File: config.mk
export PLATFORM = sky130hd
export DESIGN_NAME = opstk_unit
export DESIGN_NICKNAME = d
export VERILOG_FILES = /design/src/rtl/opstk_pkg.sv /design/src/rtl/opstk_alu.sv /design/src/rtl/opstk_window.sv /design/src/rtl/opstk_ctrl.sv /design/src/rtl/opstk_unit.sv
export SDC_FILE = /design/constraint.sdc
export NUM_CORES = 1
export LEC_CHECK = 0
export BUFFER_PORTS_ARGS = -buffer_cell sky130_fd_sc_hd__buf_2
export CORE_MARGIN = 2
export CORE_UTILIZATION = 40
export CTS_BUF_LIST = sky130_fd_sc_hd__clkbuf_8
export CTS_CLUSTER_SIZE = 20
export DETAILED_ROUTE_END_ITERATION = 16
export PLACE_DENSITY = 0.58
export SLEW_MARGIN = 20
export SYNTH_ARGS = -nofsm -noshare
export SYNTH_HDL_FRONTEND = slang
export SYNTH_SLANG_ARGS = --single-unit
File: constraint.sdc
create_clock -name clk -period 2.4 [get_ports clk]
set_input_delay 0.48 -clock clk [delete_from_list [all_inputs] [get_ports clk]]
set_output_delay 0.48 -clock clk [all_outputs]
set_load 0.02 [all_outputs]
File: src/rtl/opstk_pkg.sv
package opstk_pkg;
  typedef enum logic [2:0] {
    OP_PUSH = 3'd0,
    OP_POP  = 3'd1,
    OP_ADD  = 3'd2,
    OP_SUB  = 3'd3,
    OP_AND  = 3'd4,
    OP_OR   = 3'd5
  } op_e;

  typedef enum logic [2:0] {
    WN_HOLD,
    WN_PUSH,
    WN_POP,
    WN_ALU,
    WN_FILL
  } wop_e;

  typedef enum logic [1:0] {
    ST_IDLE,
    ST_SPILL,
    ST_REFILL
  } st_e;
endpackage

File: src/rtl/opstk_alu.sv
module opstk_alu
  import opstk_pkg::*;
#(
  parameter int W = 16
) (
  input  op_e          op,
  input  logic [W-1:0] nos,
  input  logic [W-1:0] tos,
  output logic [W-1:0] y
);
  always_comb begin
    case (op)
      OP_ADD:  y = nos + tos;
      OP_SUB:  y = nos - tos;
      OP_AND:  y = nos & tos;
      OP_OR:   y = nos | tos;
      default: y = tos;
    endcase
  end
endmodule

File: src/rtl/opstk_window.sv
module opstk_window
  import opstk_pkg::*;
#(
  parameter int W = 16,
  parameter int N = 4,
  localparam int IW = $clog2(N)
) (
  input  logic          clk,
  input  logic          rst_n,
  input  wop_e          wop,
  input  logic [IW-1:0] fill_idx,
  input  logic [W-1:0]  push_d,
  input  logic [W-1:0]  fill_d,
  input  logic [W-1:0]  alu_y,
  output logic [W-1:0]  tos,
  output logic [W-1:0]  nos,
  output logic [W-1:0]  bot
);
  logic [W-1:0] ent [N];

  for (genvar g = 0; g < N; g++) begin : g_ent
    logic [W-1:0] q, nxt, dn_v, up_v;
    logic         en;

    if (g == 0) begin : g_first
      assign dn_v = push_d;
    end else begin : g_mid
      assign dn_v = ent[g-1];
    end
    if (g == N-1) begin : g_last
      assign up_v = ent[g];
    end else begin : g_inner
      assign up_v = ent[g+1];
    end

    always_comb begin
      en  = 1'b0;
      nxt = q;
      case (wop)
        WN_PUSH: begin en = 1'b1; nxt = dn_v; end
        WN_POP:  begin en = 1'b1; nxt = up_v; end
        WN_ALU:  begin en = 1'b1; nxt = (g == 0) ? alu_y : up_v; end
        WN_FILL: if (fill_idx == IW'(g)) begin en = 1'b1; nxt = fill_d; end
        default: ;
      endcase
    end

    always_ff @(posedge clk or negedge rst_n) begin
      if (!rst_n)  q <= '0;
      else if (en) q <= nxt;
    end

    assign ent[g] = q;
  end

  assign tos = ent[0];
  assign nos = ent[1];
  assign bot = ent[N-1];
endmodule

File: src/rtl/opstk_ctrl.sv
module opstk_ctrl
  import opstk_pkg::*;
#(
  parameter int WIN       = 4,
  parameter int MEM_DEPTH = 8,
  localparam int CW = $clog2(WIN + 1),
  localparam int MW = $clog2(MEM_DEPTH + 1),
  localparam int AW = $clog2(MEM_DEPTH),
  localparam int IW = $clog2(WIN),
  localparam int DW = $clog2(WIN + MEM_DEPTH + 1)
) (
  input  logic          clk,
  input  logic          rst_n,
  input  logic          cmd_valid,
  input  op_e           op,
  input  logic          mem_ack,
  output logic          cmd_ready,
  output logic          busy,
  output wop_e          wop,
  output logic [IW-1:0] fill_idx,
  output logic          mem_req,
  output logic          mem_we,
  output logic [AW-1:0] mem_addr,
  output logic [DW-1:0] depth,
  output logic          underflow,
  output logic          overflow
);
  st_e           state, state_n;
  logic [CW-1:0] reg_cnt, reg_n;
  logic [MW-1:0] mem_cnt, mem_n;
  logic          unf_q, unf_n, ovf_q, ovf_n;
  logic          is_push, is_pop, is_alu, win_full, mem_full;
  logic          need_spill, accept, shallow, adv;

  assign is_push    = (op == OP_PUSH);
  assign is_pop     = (op == OP_POP);
  assign is_alu     = (op == OP_ADD) || (op == OP_SUB) || (op == OP_AND) || (op == OP_OR);
  assign win_full   = (reg_cnt == CW'(WIN));
  assign mem_full   = (mem_cnt == MW'(MEM_DEPTH));
  assign need_spill = cmd_valid && is_push && win_full && !mem_full;
  assign cmd_ready  = (state == ST_IDLE) && !need_spill;
  assign accept     = cmd_valid && cmd_ready;
  assign depth      = DW'(reg_cnt) + DW'(mem_cnt);
  assign shallow    = (depth < DW'(2));
  assign adv        = accept || need_spill || mem_ack;

  assign busy      = (state != ST_IDLE);
  assign mem_req   = (state == ST_SPILL) || (state == ST_REFILL);
  assign mem_we    = (state == ST_SPILL);
  assign mem_addr  = (state == ST_REFILL) ? AW'(mem_cnt - MW'(1)) : AW'(mem_cnt);
  assign fill_idx  = IW'(reg_cnt);
  assign underflow = unf_q;
  assign overflow  = ovf_q;

  always_comb begin
    state_n = state;
    reg_n   = reg_cnt;
    mem_n   = mem_cnt;
    unf_n   = unf_q;
    ovf_n   = ovf_q;
    wop     = WN_HOLD;
    case (state)
      ST_IDLE: begin
        if (need_spill) begin
          state_n = ST_SPILL;
        end else if (accept) begin
          if (is_push) begin
            if (win_full) ovf_n = 1'b1;
            else begin
              wop   = WN_PUSH;
              reg_n = reg_cnt + CW'(1);
            end
          end else if (is_pop || is_alu) begin
            if (shallow) unf_n = 1'b1;
            else begin
              wop   = is_pop ? WN_POP : WN_ALU;
              reg_n = reg_cnt - CW'(1);
              if (reg_cnt == CW'(2) && mem_cnt != '0) state_n = ST_REFILL;
            end
          end
        end
      end
      ST_SPILL: if (mem_ack) begin
        reg_n   = reg_cnt - CW'(1);
        mem_n   = mem_cnt + MW'(1);
        state_n = ST_IDLE;
      end
      ST_REFILL: if (mem_ack) begin
        wop     = WN_FILL;
        reg_n   = reg_cnt + CW'(1);
        mem_n   = mem_cnt - MW'(1);
        state_n = ST_IDLE;
      end
      default: state_n = ST_IDLE;
    endcase
  end

  always_ff @(posedge clk or negedge rst_n) begin
    if (!rst_n) begin
      state   <= ST_IDLE;
      reg_cnt <= '0;
      mem_cnt <= '0;
      unf_q   <= 1'b0;
      ovf_q   <= 1'b0;
    end else if (adv) begin
      state   <= state_n;
      reg_cnt <= reg_n;
      mem_cnt <= mem_n;
      unf_q   <= unf_n;
      ovf_q   <= ovf_n;
    end
  end


  push_depth_chk: assert property (@(posedge clk) disable iff (!rst_n)
    (accept && is_push && !win_full) |=> (depth == $past(depth) + DW'(1)));

  spill_src_chk: assert property (@(posedge clk) disable iff (!rst_n)
    (mem_req && mem_we) |-> (reg_cnt == CW'(WIN)));

  refill_inv_chk: assert property (@(posedge clk) disable iff (!rst_n)
    (state == ST_IDLE && mem_cnt != '0) |-> (reg_cnt >= CW'(2)));

  mem_hold_chk: assert property (@(posedge clk) disable iff (!rst_n)
    (mem_req && !mem_ack) |=> (mem_req && $stable(mem_addr) && $stable(mem_we)));

  unf_sticky_chk: assert property (@(posedge clk) disable iff (!rst_n)
    underflow |=> underflow);

  ovf_sticky_chk: assert property (@(posedge clk) disable iff (!rst_n)
    overflow |=> overflow);

  mem_bound_chk: assert property (@(posedge clk) disable iff (!rst_n)
    mem_cnt <= MW'(MEM_DEPTH));
endmodule

File: src/rtl/opstk_unit.sv
module opstk_unit
  import opstk_pkg::*;
#(
  parameter int DATA_W    = 16,
  parameter int WIN       = 4,
  parameter int MEM_DEPTH = 8
) (
  input  logic                                   clk,
  input  logic                                   rst_ni,
  input  logic                                   cmd_valid,
  input  logic [2:0]                             cmd_op,
  input  logic [DATA_W-1:0]                      cmd_data,
  output logic                                   cmd_ready,
  output logic                                   busy,
  output logic [DATA_W-1:0]                      top_data,
  output logic [$clog2(WIN+MEM_DEPTH+1)-1:0]     depth,
  output logic                                   underflow,
  output logic                                   overflow,
  output logic                                   mem_req,
  output logic                                   mem_we,
  output logic [$clog2(MEM_DEPTH)-1:0]           mem_addr,
  output logic [DATA_W-1:0]                      mem_wdata,
  input  logic                                   mem_ack,
  input  logic [DATA_W-1:0]                      mem_rdata
);
  localparam int IW = $clog2(WIN);

  logic [1:0]        rst_sync;
  logic              rst_n;
  op_e               op;
  wop_e              wop;
  logic [IW-1:0]     fill_idx;
  logic [DATA_W-1:0] tos, nos, bot, alu_y;

  always_ff @(posedge clk or negedge rst_ni) begin
    if (!rst_ni) rst_sync <= 2'b00;
    else         rst_sync <= {rst_sync[0], 1'b1};
  end
  assign rst_n = rst_sync[1];

  assign op        = op_e'(cmd_op);
  assign top_data  = tos;
  assign mem_wdata = bot;

  opstk_ctrl #(.WIN(WIN), .MEM_DEPTH(MEM_DEPTH)) u_ctrl (
    .clk(clk), .rst_n(rst_n), .cmd_valid(cmd_valid), .op(op), .mem_ack(mem_ack),
    .cmd_ready(cmd_ready), .busy(busy), .wop(wop), .fill_idx(fill_idx),
    .mem_req(mem_req), .mem_we(mem_we), .mem_addr(mem_addr), .depth(depth),
    .underflow(underflow), .overflow(overflow)
  );

  opstk_window #(.W(DATA_W), .N(WIN)) u_win (
    .clk(clk), .rst_n(rst_n), .wop(wop), .fill_idx(fill_idx), .push_d(cmd_data),
    .fill_d(mem_rdata), .alu_y(alu_y), .tos(tos), .nos(nos), .bot(bot)
  );

  opstk_alu #(.W(DATA_W)) u_alu (
    .op(op), .nos(nos), .tos(tos), .y(alu_y)
  );
endmodule

---- Yosys cells after proc, flatten, opt, wreduce, memory -nomap -nowiden ----
Cells that the tools add are included.
storage, ports and cells
  register bits after elaboration ......... 77
  word-level logic and storage cells ...... 141
cells by class
  add/subtract/negate cells ............... 7
  $lt $le $gt $ge ......................... 1
  eq/ne operators ......................... 35
  mux-type cells .......................... 47
  bitwise operators ....................... 4
  reductions and logical operators ........ 37
operator list
  operator                                              count
  one-hot mux 16 bit (4 select lines)                   2
  one-hot mux 16 bit (3 select lines)                   2
  2-to-1 mux 16 bit                                     4
  2-to-1 mux 3 bit                                      15
  one-hot mux 16 bit (2 select lines)                   1
  adder 16 bit                                          1
  AND 16 bit                                            1
  OR 16 bit                                             1
  subtractor 16 bit                                     1
  equality test 3 x 2 -> 1 bit (second input constant)  5
  != test 3 x 2 -> 1 bit (second input constant)        5
  2-to-1 mux 2 bit                                      7
  != test 2 x 1 -> 1 bit (second input constant)        7
  AND reduction 7 bit                                   2
  equality test 3 bit (second input constant)           4
  one-hot mux 3 bit (3 select lines)                    1
  AND reduction 3 bit                                   3
  AND reduction 9 bit                                   1
  2-to-1 mux 4 bit                                      2
  one-hot mux 1 bit (2 select lines)                    4
  one-hot mux 4 bit (2 select lines)                    1
  AND reduction 4 bit                                   2
  nonzero test 4 bit                                    2
  logical OR 1 bit                                      7
  other kinds (27)                                      50

---- Longest topological paths before layout ----
Gate-level depths: netlist of run 1.
  word-level depth ........................ 14
  depth in mapped cells ................... 14
  mapped depth without buffers ............ 14

---- Modules after synthesis ----
From an unflattened synthesis of run 1, not the netlist that was laid out.
second synthesis, totals
  cell total of the unflattened synthesis .. 814
  area, all modules ....................... 7,210.7 sq um
modules (own cells, without submodules)
  module        instances  cells an instance  area each (sq um)  seq. area each (sq um)
  opstk_window  1          438                4,380.5            1,601.5
  opstk_alu     1          245                1,671.6            0.0
  opstk_ctrl    1          128                1,104.8            275.3
  opstk_unit    1          3                  53.8               50.0

---- Worst setup path after synthesis of run 1 ----
No wires, ideal clock.
  path kind ............................... input -> register
  from .................................... in cmd_op[0]
  to ...................................... reg u_win.g_ent[0].q[12] (netlist: u_win.tos[12])
  library setup time ...................... 0.125 ns
  data arrival time ....................... 3.325 ns
  data required time ...................... 2.275 ns
  path slack .............................. -1.049 ns
  stages on the path ...................... 13
  buffers on the path ..................... 2
  path through ............................ clkbuf_1 -> nand2_1 -> nor2_1 -> clkbuf_1 -> nor2_1 -> xnor2_1 -> ha_1 -> or4_1 -> o22ai_1 -> o31ai_1 -> or4_1 -> a41oi_1 -> o21ai_1
on the way
  word-level cells in the longest chain between the ends .. 14
  elaborated cells on any way between the ends .. 35
  classes of those cells .................. eq/ne: 11; mux: 10; reduce/logical: 14
ends and longest elaborated chain
  item                                                                                 line                                                 text
  from (decl)                                                                          opstk_unit.sv:11                                     input logic [2:0] cmd_op,
  equality test 3 x 2 -> 1 bit / logical NOT 3 bit (equally long branches)             opstk_alu.sv:12, opstk_ctrl.sv:37, opstk_ctrl.sv:35
  logical OR 1 bit / logical AND 1 bit (equally long branches) (3 in a row)            opstk_ctrl.sv:37, opstk_ctrl.sv:40
  logical OR 1 bit / logical NOT 1 bit (equally long branches)                         opstk_ctrl.sv:73, opstk_ctrl.sv:41
  2-to-1 mux 3 bit / logical AND 1 bit (equally long branches)                         opstk_ctrl.sv:73, opstk_ctrl.sv:41
  2-to-1 mux 3 bit / logical AND 1 bit (equally long branches)                         opstk_ctrl.sv:67, opstk_ctrl.sv:42
  2-to-1 mux 3 bit                                                                     opstk_ctrl.sv:66                                     end else if (accept) begin
  2-to-1 mux 3 bit                                                                     opstk_ctrl.sv:64                                     if (need_spill) begin
  one-hot mux 3 bit (2 select lines)                                                   opstk_ctrl.sv:62                                     case (state)
  equality test 3 x 1 -> 1 bit / equality test 3 x 2 -> 1 bit (equally long branches)  opstk_window.sv:39                                   case (wop)
  OR reduction 3 bit (no line)                                                         --
  one-hot mux 1 bit (2 select lines)                                                   opstk_window.sv:39
  AND reduction 4 bit (no line)                                                        --
  to (signal assigned)                                                                 opstk_window.sv:50                                   else if (en) q <= nxt;
  to (decl)                                                                            opstk_window.sv:22                                   logic [W-1:0] q, nxt, dn_v, up_v;
Several ways; a longest one is shown, not always the timed one.
A chain may end at the register's enable or synchronous reset.

---- Worst setup path after layout of run 1 ----
  from .................................... reg u_win.g_ent[0].q[0] (netlist: u_win.tos[0])
  to ...................................... reg u_win.g_ent[0].q[13] (netlist: u_win.tos[13])
on the way
  word-level cells in the longest chain between the ends .. 3
  elaborated cells on any way between the ends .. 4
  classes of those cells .................. add/sub: 2; mux: 2
ends and longest elaborated chain
  item                                                      line                              text
  subtractor 16 bit / adder 16 bit (equally long branches)  opstk_alu.sv:14, opstk_alu.sv:13
  one-hot mux 16 bit (4 select lines) *                     opstk_alu.sv:12                   case (op)
  one-hot mux 16 bit (4 select lines) *                     opstk_window.sv:39
Mark *: on every way between the ends. The rest lies on a longest branch, timed or not.

==> results of run 1 <==
==> kinds of logic after synthesis <==
group                      Yosys count
xor gates and xnor gates            29
DFF                                 77
and+or+nand+nor                    252
buffers and inverters               77
muxes                               14
other                                1
AOI/OAI and AO/OA                  243
adders and majority gates           38
==> worst register-to-register path, delay by kind of cell, from the launching register on <==
family | cells | cell delay, ns
xor gates and xnor gates | 2 | 0.32
buffers and inverters | 3 | 0.39
AOI/OAI and AO/OA | 6 | 0.93
and+or+nand+nor | 3 | 0.43
DFF | 1 | 0.47
adders and majority gates | 1 | 0.37
==> cell usage after synthesis, types with 13 or more instances <==
cell type,instances
nor3_1,16
a41oi_1,23
ha_1,34
inv_1,27
o21ai_0,39
a21oi_1,51
mux2i_1,13
clkbuf_1,18
nand2_1,98
xnor2_1,25
nor2_1,84
dfrtp_1,77
buf_2,24
a31oi_1,20
==> state kept, by name (all words and copies together), names as in the netlist, 2 cells and up <==
| register | flops |
|---|---|
| u_win.nos | 16 |
| u_win.g_ent.up_v | 16 |
| u_ctrl.mem_cnt | 4 |
| u_win.bot | 16 |
| u_win.tos | 16 |
| u_ctrl.reg_cnt | 3 |
| rst_sync | 2 |
| u_ctrl.state | 2 |
==> per-stage QoR <==
stage | util [%] | cell area, µm² | TNS, ns
3_3_place_gp | 54.8 | 8030 | -30.84
2_1_floorplan | - | 6420 | -22.14
5_1_grt | 69.2 | 10100 | -41.56
3_5_place_dp | 54.8 | 8030 | -34.91
6_report | 69.2 | 10100 | -34.80
4_1_cts | 62.8 | 9190 | -31.98
==> cell usage in the layout (no fill, tap or decap), drive strengths merged, types with 6 or more instances in the layout <==
cell	n
a211oi	10
nand3	10
a21oi	54
o22ai	7
a221oi	10
a31oi	20
xnor2	25
nor3	18
o31ai	11
ha	34
buf	295
o21a	11
a41oi	23
o211ai	6
nand2	99
dfrtp	77
a22oi	12
inv	29
clkbuf	17
o21ai	44
nor2b	6
nor2	86
mux2i	13
nand4	6
==> final cells by class <==
cell class,count,share of cell area (%)
multi-input combinational,577,48.6
timing repair buffer,304,26.9
sequential,77,19.2
tap,184,2.27
clock buffer,10,1.36
inverter,27,1.10
clock inverter,6,0.679
==> repair_timing <==
item,CTS,global route
gates cloned,6,9
hold buffers,1,0
setup buffers,36,20
endpoints found under the setup margin,72,75
resized for setup,126,135
pin swaps,62,65
endpoints found under the hold margin,2,0
==> worst max-delay path by stage <==
stage	slack, ns	cells after the start	to
6_report	-0.63	15	u_win.tos[13]$_DFFE_PN0P_
5_1_grt	-0.73	15	u_win.tos[11]$_DFFE_PN0P_
4_1_cts	-0.58	15	u_win.tos[13]$_DFFE_PN0P_
3_5_place_dp	-0.74	14	u_win.tos[13]$_DFFE_PN0P_
3_3_place_gp	-0.64	15	u_win.tos[12]$_DFFE_PN0P_
2_1_floorplan	-0.51	12	u_win.tos[12]$_DFFE_PN0P_
==> per-layer routing <==
metal	up-vias	GRT usage [%]	part of all wire, %
met2	477	44.3	45
met3	94	6.66	9.7
met5	-	0	0
li1	3218	-	-
met4	0	10.2	3.7
met1	3526	42.8	42
==> results.txt, run 1 <==
Hold WC Path Type: in2reg
Cell Chain, Critical Path: buf_6 > nor3_4 > and3b_2 > buf_6 > a31oi_2 > xnor2_1 > ha_2 > nand2_2 > buf_6 > a21boi_2 > o22a_1 > o31ai_4 > xnor2_2 > a211oi_2 > o31ai_1
xor/xnor cell area share of the yosys netlist: 4.20%
Synth Register Bits: 77
max-slew violations: 0
max-cap violation count: 0
Core Box Area: 0.0146 mm²
fill count: 1045
syn nets: 806
Synth async-reset ratio: 100%
CP Max Fanout: 4
simple-gate share of the synthesized area: 19.0%
CTS tree: done
Worst path top cell family by delay: compound AO/OA/AOI/OAI gates
GRT Resource Usage Total: 29.8%
ant diodes: 0
CTS root buffer: clkbuf_8
Initial DRT Pass Iterations: 5
outcome: finished with violations
area occupied by multi-input gates: 0.00492 mm²
cell taking the most area after synthesis: dfrtp_1
clock sinks: 77
Detail Route Antenna Nets: 0
synth top area cells: dfrtp_1 32%, ha_1 7.0%, nand2_1 6.1%
Yosys cell types: 75
Worst Max-Slew Pin Slew: 0.701 ns
Syn Area/Cell: 8.27 µm²
Synth Area in Adders: 8.03%
Final nets: 1071
main combinational cell family by area after synthesis: compound AO/OA/AOI/OAI gates
GP Congestion: 0.960
vias in the first global route: 6581
WHS Endpoint: u_win.tos[3]$_DFFE_PN0P_
Tmin final: 3.03 ns
latest clock arrival within the worst-skew pair: 0.38 ns
FF-to-FF setup slack: -0.63 ns
post-synthesis sequential area ratio: 31.9%
Ys Warns: 0
top-area cell type share of the netlist area: 31.9%
Max Clock Freq: 0.330 GHz
worst rel slew slack: 53.3%
Area Growth Syn to Fin: 67.5%
H-tree depth: 3
number of flops mapped to enable cells by yosys: 0
Placed Cells: 1100
RSZ-0062 raised after global routing: true
Clock Path Buffers: 2
Num CTS Buffers: 9
compound-gate portion of the synthesized area: 29.0%
sum of buffers and inverters on the critical path: 3
initial antenna violation count: 0
GR Overflow Total: 0
CP Data Required Time: 2.67 ns
post-place setup slack: -0.738 ns
Detailed Place HPWL: 17000 µm
first-pass GRT wire length: 37300 µm
hold_sp: cmd_data[3]
mapped cell area: 0.00605 mm²
CP most frequent cell: buf_6
Hold WS: 0.352 ns
final setup vio count: 71
Vias: 7315
share of cells above drive strength 1: 52.6%
reg-to-reg startpoint: u_win.tos[0]$_DFFE_PN0P_
vias per cell: 6.17
die area: 0.0161 mm²
worst r2r path cells: 15
Die Height: 127 µm
register area: 0.00194 mm²
Crit. End Element: flop
Die Wd: 127 µm
clock skew: 0.0153 ns
Clk pin slew, worst setup/hold paths: 0.10 ns
fin crit share: 126%
Syn Inst Count: 731
slowest stage delay, CP: 0.47 ns
Synth Flop Type: dfrtp_1
boundary pin count: 84
crit path launch: u_win.tos[0]$_DFFE_PN0P_
largest net degree at the start of global routing: 49
Critical R2R Capture: u_win.tos[13]$_DFFE_PN0P_
WS Path Type: reg2reg
slack of the critical path: -0.631 ns
CP max-delay cell: dfrtp_2
DRC: 0
Layout Cells excl Fill: 1185
Post-Route WL: 26600 µm
wire length per cell: 22.5 µm
row count: 44
failing checks: negative setup slack
Arr. time, crit path: 3.30 ns
mux contribution to synthesized area: 2.34%
Iter 0 DRT Violations: 813
I/O Buffers: 83
WHS Path Cells: 3
Initial Utilization: 41.3%
Fin. Hold Viols: 0
CP Launch Type: flop
Power of run 1 is left out: the tool's default activity adds up to more than one toggle a clock period on the data nets, which glitch-free logic cannot reach.
==> run 2, diff against run 1 <==
--- a/config.mk
+++ b/config.mk
@@ -11,7 +11,6 @@
 export CTS_BUF_LIST = sky130_fd_sc_hd__clkbuf_8
 export CTS_CLUSTER_SIZE = 20
 export DETAILED_ROUTE_END_ITERATION = 16
-export PLACE_DENSITY = 0.58
 export SLEW_MARGIN = 20
 export SYNTH_ARGS = -nofsm -noshare
 export SYNTH_HDL_FRONTEND = slang
==> constraint.sdc (replaced) <==
create_clock -name clk -period 3.4 [get_ports clk]
set_input_delay 0.68 -clock clk [delete_from_list [all_inputs] [get_ports clk]]
set_output_delay 0.68 -clock clk [all_outputs]
set_load 0.02 [all_outputs]
==> run 2 against run 1 <==
Compared with the run above:
- the flow now finishes without violations
- critical path depth decreased by 4
- register-to-register slack better by 0.81 ns
- non-clock buffer count is 157 lower
- critical path type unchanged
- clock skew down 0.0049 ns
- critical endpoint is now u_win.g_ent[1].up_v[0]$_DFFE_PN0P_
- hold slack lost 0.27 ns
- count of clock-buffer cells in the layout shrank 1
==> results.txt, run 2 (synthesis gave the netlist of run 1 again) <==
outcome: complete, no violations (was finished with violations)
Initial DRT Pass Iterations: 5 (unchanged)
Clock Path Buffers: 2 (unchanged)
Fin. Hold Viols: 0 (unchanged)
Final nets: 914 (was 1071)
GRT Resource Usage Total: 25.7% (was 29.8%)
vias per cell: 6.01 (was 6.17)
DRC: 0 (unchanged)
row count: 44 (unchanged)
H-tree depth: 3 (unchanged)
latest clock arrival within the worst-skew pair: 0.37 ns (was 0.38 ns)
GR Layer Usage met1: 39.1% (was 42.8%)
CP Launch Type: flop (unchanged)
Max VDD drop: 402 µV
Arr. time, crit path: 3.50 ns (was 3.30 ns)
die area: 0.0161 mm² (unchanged)
Num CTS Buffers: 9 (unchanged)
met2 track demand over resource: 37.1% (was 44.3%)
register area: 0.00193 mm² (was 0.00194 mm²)
Overall Power: 9190 µW
Max Clock Freq: 0.310 GHz (was 0.330 GHz)
vias in the first global route: 5786 (was 6581)
NetSw: 4800 µW
worst rel slew slack: 62.9% (was 53.3%)
Hold WC Path Type: in2async (was in2reg)
area occupied by multi-input gates: 0.00384 mm² (was 0.00492 mm²)
Layout Cells excl Fill: 1028 (was 1185)
clock skew: 0.0105 ns (was 0.0153 ns)
gr busiest metal: met1 (was met2)
Cell Int Power: 4390 µW
Detailed Place HPWL: 15400 µm (was 17000 µm)
Detail Route Antenna Nets: 0 (unchanged)
wire length per cell: 20.0 µm (was 22.5 µm)
clock network power share: 8.5%
Leak: 0.00320 µW
final setup vio count: 0 (was 71)
CP Max Fanout: 28 (was 4)
max-slew violations: 0 (unchanged)
most frequent cells in the layout: 97 x nand2_1, 83 x nor2_1, 83 x buf_2 (was 154 x buf_4, 93 x nand2_1, 80 x buf_2)
GR Overflow Total: 0 (unchanged)
Placement Cell Area: 0.00697 mm² (was 0.00803 mm²)
switching share of power: 52.2%
GP Congestion: 0.937 (was 0.960)
largest net degree at the start of global routing: 76 (was 49)
clock sinks: 77 (unchanged)
met3 usage: 5.44% (was 6.66%)
commonest non-fill, non-tap cell in the layout: nand2_1 (was buf_4)
CTS tree: done (unchanged)
Sum Neg Setup Slack: 0 ns (was -34.80 ns)
ant diodes: 0 (unchanged)
max-cap violation count: 0 (unchanged)
Post-Route WL: 20500 µm (was 26600 µm)
fill count: 1423 (was 1045)
I/O Buffers: 83 (unchanged)
Crit. End Element: flop (unchanged)
WS Path Type: reg2reg (unchanged)
Initial Utilization: 41.3% (unchanged)
design area: 0.00729 mm² (was 0.0101 mm²)
initial antenna violation count: 0 (unchanged)
CTS root buffer: clkbuf_8 (unchanged)
Vias: 6174 (was 7315)
Die Height: 127 µm (unchanged)
Die Wd: 127 µm (unchanged)
RSZ-0062 raised after global routing: false (was true)
combinational power share: 70.0%
Iter 0 DRT Violations: 533 (was 813)
Core Box Area: 0.0146 mm² (unchanged)
share of cells above drive strength 1: 23.0% (was 52.6%)
boundary pin count: 84 (unchanged)
first-pass GRT wire length: 32500 µm (was 37300 µm)
PwrDens: 1260 mW/mm²
Tmin final: 3.22 ns (was 3.03 ns)
CP Data Required Time: 3.68 ns (was 2.67 ns)
fin crit share: 94.7% (was 126%)
Area Growth Syn to Fin: 20.6% (was 67.5%)
Flop pwr share: 21.5%
Worst Max-Slew Pin Slew: 0.557 ns (was 0.701 ns)
Placed Cells: 1005 (was 1100)
Clk pin slew, worst setup/hold paths: 0.09 ns (was 0.10 ns)
==> run 2: cell count changes in the layout (fill, tap and decap cells not counted), moves of 9 or more <==
cell     previous run  this run
o21ai_0            17        39
nor2_1             39        83
nor2_2             18         1
buf_12             20         6
a21oi_2            13         2
ha_1               24        34
inv_1              20        29
a41oi_1             3        23
a21oi_1            37        50
o21ai_1            23         4
buf_6              35         0
nor2_4             29         2
buf_4             154        58
a41oi_2            20         0
==> run 2: area by class of cell <==
| type | instances | share of cell area, % |
|---|---|---|
| well taps | 184 | 3.16 |
| flip-flops and latches | 77 | 26.5 |
| clock inverters | 7 | 1.25 |
| inverters | 27 | 1.39 |
| multi-input cells | 577 | 52.7 |
| repair buffers | 147 | 13.3 |
| clock buffers | 9 | 1.70 |
==> run 2: repair_timing <==
action,4_1_cts,5_1_grt
buffers inserted,0,6
setup endpoints to repair,0,38
hold buffers,0,0
resized for setup,0,6
==> run 2: power by group through the flow <==
stage               Combinational (µW)  Sequential, µW  Clock (µW)
finish                            6440            1980         778
global placement                  6080            1950           0
detailed placement                6180            1970           0
CTS                               6220            1960         798
floorplan                         4150            1990           0
global route                      7090            2040         823
==> run 2: final timing paths <==
| kind | from | to | slack [ns] | depth (start not counted) |
|---|---|---|---|---|
| max in group asynchronous | rst_sync[1]$_DFF_PN0_ | u_win.tos[1]$_DFFE_PN0P_ | 2.44 | 1 |
| setup / recovery | u_ctrl.mem_cnt[0]$_DFFE_PN0P_ | u_win.g_ent[1].up_v[0]$_DFFE_PN0P_ | 0.18 | 11 |
| hold reg to reg | rst_sync[1]$_DFF_PN0_ | u_win.tos[10]$_DFFE_PN0P_ | 0.33 | 0 |
| min in group clk | rst_sync[0]$_DFF_PN0_ | rst_sync[1]$_DFF_PN0_ | 0.36 | 0 |
| hold / removal | rst_ni | rst_sync[0]$_DFF_PN0_ | 0.08 | 1 |
| setup reg to reg | u_ctrl.mem_cnt[0]$_DFFE_PN0P_ | u_win.g_ent[1].up_v[0]$_DFFE_PN0P_ | 0.18 | 11 |
==> run 2: critical path: stages (launching register included) <==
cell and delay (ns):
dfrtp_1 0.45, ha_1 0.25, fa_1 0.52, nand2b_1 0.16
nor4_4 0.07, buf_4 0.16, o31ai_4 0.35, nand2_2 0.26
a21oi_4 0.37, buf_12 0.22, nand2_1 0.07, a41oi_1 0.22
==> run 2: through the flow <==
step	setup slack [ns]	hold WS (ns)	util (%)
after floorplan	0.0299	0.331	-
after global placement	0.0404	0.340	47.6
after detailed placement	-0.00612	0.340	47.6
after CTS	0.0557	0.0567	49.1
after global routing	0.0245	0.0638	49.8
final	0.179	0.0775	49.8
==> run 2: per-layer routing <==
metal / routed length, µm / share of wire, %
met5: 0 / 0
met4: 323 / 1.6
met3: 1730 / 8.4
met2: 8760 / 43
met1: 9720 / 47
Note: power is estimated with default switching activity, not from simulation.
